===== src/rtl/deemph_pkg.sv =====
package deemph_pkg;
  // Fill state of the neighbourhood window after reset
  typedef enum logic {
    FILL_EMPTY = 1'b0,
    FILL_READY = 1'b1
  } fill_e;

  // Sign convention for one tap: bit 1 -> +w, bit 0 -> -w
  function automatic int signed_term(input logic b, input int w);
    return b ? w : -w;
  endfunction
endpackage


===== src/rtl/deemph_wt.sv =====
module deemph_wt #(
  parameter int WW = 6
) (
  input  logic          clk,
  input  logic          rst_n,
  input  logic          w_load,
  input  logic [WW-1:0] main_in,
  input  logic [WW-1:0] pre_in,
  input  logic [WW-1:0] post_in,
  input  logic          sym_adv,
  output logic [WW-1:0] eff_main,
  output logic [WW-1:0] eff_pre,
  output logic [WW-1:0] eff_post
);
  logic [WW-1:0] stg_main_q, stg_pre_q, stg_post_q;
  logic [WW-1:0] act_main_q, act_pre_q, act_post_q;
  logic          pend_q;

  logic [WW-1:0] stg_main_d, stg_pre_d, stg_post_d;
  logic [WW-1:0] act_main_d, act_pre_d, act_post_d;
  logic          pend_d;

  // Weights used at this boundary: a staged set takes over once pending
  always_comb begin
    eff_main = pend_q ? stg_main_q : act_main_q;
    eff_pre  = pend_q ? stg_pre_q  : act_pre_q;
    eff_post = pend_q ? stg_post_q : act_post_q;
  end

  always_comb begin
    stg_main_d = stg_main_q;
    stg_pre_d  = stg_pre_q;
    stg_post_d = stg_post_q;
    act_main_d = act_main_q;
    act_pre_d  = act_pre_q;
    act_post_d = act_post_q;
    pend_d     = pend_q;
    if (sym_adv) begin
      act_main_d = eff_main;
      act_pre_d  = eff_pre;
      act_post_d = eff_post;
      pend_d     = 1'b0;
    end
    if (w_load) begin
      stg_main_d = main_in;
      stg_pre_d  = pre_in;
      stg_post_d = post_in;
      pend_d     = 1'b1;
    end
  end

  always_ff @(posedge clk or negedge rst_n) begin
    if (!rst_n) begin
      stg_main_q <= '0;
      stg_pre_q  <= '0;
      stg_post_q <= '0;
      act_main_q <= '0;
      act_pre_q  <= '0;
      act_post_q <= '0;
      pend_q     <= 1'b0;
    end else begin
      stg_main_q <= stg_main_d;
      stg_pre_q  <= stg_pre_d;
      stg_post_q <= stg_post_d;
      act_main_q <= act_main_d;
      act_pre_q  <= act_pre_d;
      act_post_q <= act_post_d;
      pend_q     <= pend_d;
    end
  end


  collide_keeps_pending_chk: assert property (@(posedge clk) disable iff (!rst_n)
    (w_load && sym_adv) |=> (pend_q && $stable(stg_main_q) == 1'b0 || pend_q));


  idle_weights_stable_chk: assert property (@(posedge clk) disable iff (!rst_n)
    (!w_load && !sym_adv) |=> ($stable(eff_main) && $stable(eff_pre) && $stable(eff_post)));
endmodule


===== src/rtl/deemph_hist.sv =====
module deemph_hist
  import deemph_pkg::*;
(
  input  logic clk,
  input  logic rst_n,
  input  logic sym_adv,
  input  logic bit_in,
  output logic cur_bit,
  output logic prev_bit,
  output logic primed
);
  logic  cur_q, prev_q;
  fill_e fill_q;
  logic  cur_d, prev_d;
  fill_e fill_d;

  always_comb begin
    cur_d  = cur_q;
    prev_d = prev_q;
    fill_d = fill_q;
    if (sym_adv) begin
      prev_d = cur_q;
      cur_d  = bit_in;
      fill_d = FILL_READY;
    end
  end

  always_ff @(posedge clk or negedge rst_n) begin
    if (!rst_n) begin
      cur_q  <= 1'b0;
      prev_q <= 1'b0;
      fill_q <= FILL_EMPTY;
    end else begin
      cur_q  <= cur_d;
      prev_q <= prev_d;
      fill_q <= fill_d;
    end
  end

  assign cur_bit  = cur_q;
  assign prev_bit = prev_q;
  assign primed   = (fill_q == FILL_READY);


  window_holds_chk: assert property (@(posedge clk) disable iff (!rst_n)
    !sym_adv |=> ($stable(cur_q) && $stable(prev_q)));
endmodule


===== src/rtl/deemph_sum.sv =====
module deemph_sum
  import deemph_pkg::*;
#(
  parameter int WW = 6,
  parameter int LW = 8
) (
  input  logic                 nxt_bit,
  input  logic                 cur_bit,
  input  logic                 prev_bit,
  input  logic [WW-1:0]        w_main,
  input  logic [WW-1:0]        w_pre,
  input  logic [WW-1:0]        w_post,
  output logic signed [LW-1:0] level
);
  localparam int SW = WW + 3;

  logic signed [SW-1:0] t_main, t_pre, t_post, sum;

  always_comb begin
    t_main = SW'(signed_term(cur_bit,  int'(w_main)));
    t_pre  = SW'(signed_term(nxt_bit,  int'(w_pre)));
    t_post = SW'(signed_term(prev_bit, int'(w_post)));
    sum    = t_main - t_pre - t_post;
  end

  generate
    if (LW > SW) begin : g_wide
      assign level = {{(LW-SW){sum[SW-1]}}, sum};
    end else begin : g_sat
      localparam logic signed [SW-1:0] LMAX = SW'((2 ** (LW-1)) - 1);
      localparam logic signed [SW-1:0] LMIN = SW'(-(2 ** (LW-1)));
      always_comb begin
        if (sum > LMAX)      level = LMAX[LW-1:0];
        else if (sum < LMIN) level = LMIN[LW-1:0];
        else                 level = sum[LW-1:0];
      end
    end
  endgenerate
endmodule


===== src/rtl/deemph_enc.sv =====
module deemph_enc
  import deemph_pkg::*;
#(
  parameter int WW = 6,
  parameter int LW = 8
) (
  input  logic                 clk,
  input  logic                 rst_n,
  input  logic                 bit_in,
  input  logic                 bit_vld,
  input  logic                 w_load,
  input  logic [WW-1:0]        w_main,
  input  logic [WW-1:0]        w_pre,
  input  logic [WW-1:0]        w_post,
  output logic signed [LW-1:0] level,
  output logic                 level_vld
);
  logic [WW-1:0]        e_main, e_pre, e_post;
  logic                 cur_bit, prev_bit, primed;
  logic signed [LW-1:0] lvl_comb;
  logic signed [LW-1:0] level_q, level_d;
  logic                 vld_q, vld_d;

  deemph_wt #(.WW(WW)) u_wt (
    .clk(clk), .rst_n(rst_n), .w_load(w_load),
    .main_in(w_main), .pre_in(w_pre), .post_in(w_post),
    .sym_adv(bit_vld),
    .eff_main(e_main), .eff_pre(e_pre), .eff_post(e_post)
  );

  deemph_hist u_hist (
    .clk(clk), .rst_n(rst_n), .sym_adv(bit_vld), .bit_in(bit_in),
    .cur_bit(cur_bit), .prev_bit(prev_bit), .primed(primed)
  );

  deemph_sum #(.WW(WW), .LW(LW)) u_sum (
    .nxt_bit(bit_in), .cur_bit(cur_bit), .prev_bit(prev_bit),
    .w_main(e_main), .w_pre(e_pre), .w_post(e_post),
    .level(lvl_comb)
  );

  always_comb begin
    level_d = level_q;
    vld_d   = 1'b0;
    if (bit_vld) begin
      level_d = primed ? lvl_comb : level_q;
      vld_d   = primed;
    end
  end

  always_ff @(posedge clk or negedge rst_n) begin
    if (!rst_n) begin
      level_q <= '0;
      vld_q   <= 1'b0;
    end else begin
      level_q <= level_d;
      vld_q   <= vld_d;
    end
  end

  assign level     = level_q;
  assign level_vld = vld_q;


  vld_needs_bit_chk: assert property (@(posedge clk) disable iff (!rst_n)
    level_vld |-> $past(bit_vld));


  no_vld_while_filling_chk: assert property (@(posedge clk) disable iff (!rst_n)
    (bit_vld && !primed) |=> !level_vld);


  level_holds_chk: assert property (@(posedge clk) disable iff (!rst_n)
    !bit_vld |=> $stable(level));
endmodule


===== config.mk =====
export PLATFORM = sky130hd
export DESIGN_NAME = deemph_enc
export DESIGN_NICKNAME = d
export VERILOG_FILES = /design/src/rtl/deemph_pkg.sv /design/src/rtl/deemph_wt.sv /design/src/rtl/deemph_hist.sv /design/src/rtl/deemph_sum.sv /design/src/rtl/deemph_enc.sv
export SDC_FILE = /design/constraint.sdc
export NUM_CORES = 1
export LEC_CHECK = 0
export ABC_CLOCK_PERIOD_IN_PS = 9000
export BUFFER_PORTS_ARGS = -buffer_cell sky130_fd_sc_hd__buf_4
export CAP_MARGIN = 0
export CORE_ASPECT_RATIO = 1.2
export CORE_MARGIN = 2
export CORE_UTILIZATION = 45
export CTS_BUF_LIST = sky130_fd_sc_hd__clkbuf_8
export DETAILED_ROUTE_END_ITERATION = 10
export PLACE_DENSITY = 0.68
export SLEW_MARGIN = 15
export SYNTH_ARGS = -nofsm -noshare
export SYNTH_HDL_FRONTEND = slang
export SYNTH_HIERARCHICAL = 1
export SYNTH_SLANG_ARGS = --single-unit

===== constraint.sdc =====
create_clock -name clk -period 9 [get_ports clk]
set_clock_uncertainty 0.1 [all_clocks]
set_input_delay 0.9 -clock clk [delete_from_list [all_inputs] [get_ports clk]]
set_output_delay 0.9 -clock clk [all_outputs]
set_load 0.01 [all_outputs]

* Word-level counts from Yosys, hierarchy flattened
Cells that the tools add are included.
Storage, ports and cells: register bits after elaboration 49, input bits 23, logic and storage cells 32
Cells by class: $add $sub $neg 5, magnitude comparators 2, multiplexer cells 11, reduce and logical (&&, ||, !) cells 2
Operators with widths (number):
- 9-bit 2-to-1 mux | 3
- 6-bit negation with 9-bit output | 3
- 6-bit 2-to-1 mux | 3
- 9-bit subtractor | 2
- 8-bit 2-to-1 mux | 2
- 9-bit by 8-bit > comparator with 1-bit output, second input constant | 1
- 9-bit by 8-bit less-than comparator with 1-bit output, second input constant | 1
- 1-bit 2-to-1 mux | 3
- 2-bit AND reduction | 1
- 2-bit nonzero test | 1

* Longest topological paths before layout
depth in word-level cells 8, gate-level depth with buffers 17, depth with buffers taken out 15

* Hierarchy
The synthesis kept the hierarchy.
By module, submodules not included:
- deemph_wt | times used 1, cells each 99, area an instance 1655.3 um^2, seq. area each 925.9 um^2
- deemph_sum | times used 1, cells each 133, area an instance 1047.3 um^2, seq. area each 0.0 um^2
- deemph_enc | times used 1, cells each 19, area an instance 360.3 um^2, seq. area each 225.2 um^2
- deemph_hist | times used 1, cells each 6, area an instance 103.8 um^2, seq. area each 75.1 um^2

* Worst setup path before layout
OpenSTA, ideal clock, no wires.
kind register to register, from reg u_wt.pend_q, to reg level_q[0], in the netlist level[0], setup time 0.125 ns, arrival 3.842 ns, path slack 4.933 ns, stages on the path, launching flop included 16, clock period less this slack 4.067 ns, cell sequence dfrtp_1 buf_6 buf_6 mux2_2 nor2_1 nor4b_1 nor2_1 xnor2_1 fa_1 ha_1 a21oi_1 nand2_1 a211oi_1 o21ai_1 maj3_1 mux2_4
On the way: word-level cells in the longest chain between the ends 8, elaborated cells on any way between the ends 15, those cells by class 5 x add/sub; 2 x order compare; 8 x mux
Ends and longest elaborated chain:
- start: declaration | line deemph_wt.sv:17 | logic pend_q;
- start signal: assignment | line deemph_wt.sv:68 | pend_q <= pend_d;
- 6-bit 2-to-1 mux * | line deemph_wt.sv:26 | eff_pre = pend_q ? stg_pre_q : act_pre_q;
- net e_pre[2] | line deemph_enc.sv:18 | logic [WW-1:0] e_main, e_pre, e_post;
- 6-bit negation with 9-bit output | line deemph_pkg.sv:10 | return b ? w : -w;
- 9-bit 2-to-1 mux * | line deemph_pkg.sv:10
- 9-bit subtractor * (2 in series) | line deemph_sum.sv:23 | sum = t_main - t_pre - t_post;
- 9-bit by 8-bit less-than comparator with 1-bit output | line deemph_sum.sv:34 | else if (sum < LMIN) level = LMIN[LW-1:0];
- 8-bit 2-to-1 mux | line deemph_sum.sv:34
- 8-bit 2-to-1 mux * | line deemph_sum.sv:33 | if (sum > LMAX) level = LMAX[LW-1:0];
- net lvl_comb[0] | line deemph_enc.sv:20 | logic signed [LW-1:0] lvl_comb;
- end signal: assignment | line deemph_enc.sv:56 | level_q <= level_d;
- end: declaration | line deemph_enc.sv:21 | logic signed [LW-1:0] level_q, level_d;
Mark *: on every way through the listed nets, which the timed path passes. The rest lies on a longest branch. A chain may end at the register's enable or synchronous reset.

* Worst setup path after layout
Ends and elaborated chain as after synthesis.

==> metrics.cfg <==
[status]
status = completed

[cells_and_area]
stdcell_area_sq_um = 3540
drive_above_1_share_pct = 41.9
syn2layout_area_growth_pct = 11.9
insertedDiodeCount = 0
layout.nets = 332
fillers = 600

[sta]
maxSlewHeadroom_pct = 47.4
rsz0062_at_grt = false
post-route-min-period_ns = 4.60
finalMaxSlewViolations = 0
worst_pin_slew_ns = 0.789
period_share_pct = 51.1
fin_setup_tns_ns = 0
setup_viol = 0
max_freq_ghz = 0.218
finalHoldViolCount = 0

[logic_synthesis]
synth_common_cells = 49 x dfrtp_1, 48 x mux2_2, 26 x inv_1, 19 x mux2_4, 17 x nor2_1
synth-seq-area-share_pct = 38.7
synthCells = 257
synthMostInstantiatedCell = dfrtp_1
synthDistinctLibCells = 37
ys_seq_elements = 49
synthTopCellsByArea = dfrtp_1 39%, mux2_2 17%, mux2_4 9.0%
synth_edf_count = 0
synth_warnings = 6
synth_nets = 299
synth_area_leader_cell = dfrtp_1
synth-main-ff-cell = dfrtp_1
async_flop_share_pct = 100
synth_top_area_share_pct = 38.7
synth.avg_cell_area_sq_um = 12.3
syn_area_sq_um = 3170

[detailed_routing]
num_vias = 1911
wl_per_cell_um = 13.7
drc = 0
first_pass_iters = 4
wl_um = 5190
drt_iter0_drc = 65
antenna_left = 0
viasPerCell = 5.06

[job]
drv_cap = 0

[clocking]
clock-root-buffer = clkbuf_8
clk_pin_slew_worst_paths_ns = 0.10
holdBufCountCts = 0
cts_tree = built
post_cts_buffers = 0
ctsResizeCount = 0
numCtsBuffers = 5
clock-sinks = 49
clock_path_buffers = 2
h-tree-depth = 2
clock_latency_ns = 0.31

[pwr]
netSwitchingPower_mw = 0.412
p_leak_nw = 1.62
pwr-share-clk_pct = 12.4
power.total_mw = 1.11
worst_ir_drop_vdd_mv = 0.222
pwr-share-seq_pct = 26.6
power_frac_comb_pct = 61.0
p_per_area_nw_per_um2 = 314
switching_share_pct = 37.0
power.internal_mw = 0.702

[worst_setup_path]
cp-start-kind = flop
cp.arrival_ns = 4.69
critPathKind = flop to flop
cp.required_ns = 9.09
endpoint_kind = flop
crit_fanout = 20

[floorplanning]
initial_utilization_pct = 46.5
die_area_sq_um = 7730
rows = 33
fp.coreArea_sq_um = 6810
boundaryPins = 32
die_y_um = 95.9
dieWidth_um = 80.6

[global_route]
grt_pass1_vias = 1875
antenna_found_initial = 0
grt_max_degree = 50
grt_first_pass_wirelength_um = 8960
grt-ovfl-total = 0
grt.total_usage_pct = 15.1

[placed_design]
port_buffers = 31
postPlaceCellArea_sq_um = 3450
dp_hpwl_um = 4020
gp_congestion = 0.756

[worst_hold_path]
hp-class = flop to flop

worst paths after layout:
path / from / endpoint / slack (ns) / cells past startpoint
min in group asynchronous: rst_n / level[3] / 0.50 / 1
max reg2reg: u_wt/pend_q / level[0] / 4.40 / 13
min reg2reg: u_wt/act_post_q[5] / u_wt/act_post_q[5] / 0.41 / 1
max in group asynchronous: rst_n / u_wt/act_main_q[2] / 7.89 / 1
max: u_wt/pend_q / level[0] / 4.40 / 13
min: u_wt/act_post_q[5] / u_wt/act_post_q[5] / 0.41 / 1
area by class of cell:
| cell class | count | area, sq um | share of cell area (%) |
|---|---|---|---|
| clock buffer | 6 | 82.6 | 2.33 |
| clock inverter | 2 | 13.8 | 0.388 |
| inverter | 26 | 97.6 | 2.75 |
| multi-input combinational | 177 | 1780 | 50.3 |
| sequential | 49 | 1230 | 34.6 |
| tap | 87 | 109 | 3.07 |
| timing repair buffer | 31 | 233 | 6.57 |
cells by family after synthesis:
| kind of cell | Yosys count | share of synthesized area, % |
|---|---|---|
| adder cells (fa/ha/maj) | 26 | 11.8 |
| AND/OR/NAND/NOR | 37 | 6.32 |
| multiplexers | 67 | 26.1 |
| XOR/XNOR | 20 | 6.24 |
| buffers and inverters | 31 | 5.02 |
| AO/OA/AOI/OAI | 27 | 5.81 |
| flip-flops | 49 | 38.7 |
cells in the final DEF (no fill, tap or decap), types with 2 or more instances in the layout:
| cell type | instances |
|---|---|
| inv_1 | 26 |
| maj3_2 | 5 |
| clkbuf_8 | 6 |
| mux2_4 | 19 |
| a31oi_1 | 2 |
| xnor2_1 | 10 |
| xnor2_2 | 3 |
| o21ai_1 | 3 |
| a21o_1 | 2 |
| maj3_1 | 2 |
| ha_1 | 11 |
| nor2b_1 | 3 |
| nand2_4 | 2 |
| nor3_1 | 6 |
| xor2_1 | 7 |
| mux2_2 | 48 |
| fa_1 | 8 |
| nand3_1 | 2 |
| dfrtp_1 | 49 |
| nor2_1 | 17 |
| buf_4 | 31 |
| a21oi_1 | 13 |
power by group through the flow:
stage          registers, mW  clock network (mW)  logic (mW)
2_1_floorplan          0.302                   0       0.556
3_3_place_gp           0.301                   0       0.671
3_5_place_dp           0.301                   0       0.684
4_1_cts                0.298               0.143       0.686
5_1_grt                0.304               0.154       0.761
6_report               0.297               0.138       0.680
critical path: stages, from the launching register on:
cell and delay [ns]:
dfrtp_1 0.87, mux2_2 0.44, nor2_1 0.21, nor4b_1 0.39, nor2_1 0.10, xnor2_1 0.16, fa_1 0.49, ha_1 0.37
a21oi_1 0.16, nand2_1 0.08, a211oi_1 0.24, o21ai_1 0.21, maj3_1 0.40, mux2_4 0.27
per-stage QoR:
| stage | setup WS, ns | utilization (%) | hold slack (ns) | cells |
|---|---|---|---|---|
| finish | 4.40 | 52.0 | 0.409 | 378 |
| detailed placement | 4.42 | 50.6 | 0.390 | 370 |
| global placement | 4.51 | 50.6 | 0.383 | 370 |
| global route | 4.07 | 52.0 | 0.419 | 378 |
| floorplan | 4.93 | - | 0.375 | 257 |
| CTS | 4.40 | 52.0 | 0.413 | 378 |
per-layer routing:
metal / share of wire [%] / vias up / wire, um / track usage (%)
li1: - / 946 / - / -
met1: 46 / 913 / 2370 / 19.5
met2: 49 / 44 / 2520 / 25.1
met3: 3.9 / 8 / 200 / 3.00
met4: 1.9 / 0 / 96 / 5.65
met5: 0 / - / 0 / 0
registers in the layout, summed over array words and instances (netlist names):
| name | flops |
|---|---|
| u_wt/stg_post_q | 6 |
| u_wt/act_main_q | 6 |
| u_wt/stg_main_q | 6 |
| level_vld | 1 |
| u_hist/prev_bit | 1 |
| u_hist/cur_bit | 1 |
| u_hist/primed | 1 |
| u_wt/act_post_q | 6 |
| level | 8 |
| u_wt/act_pre_q | 6 |
| u_wt/pend_q | 1 |
| u_wt/stg_pre_q | 6 |
No activity file was read; power rests on OpenSTA's default activity.
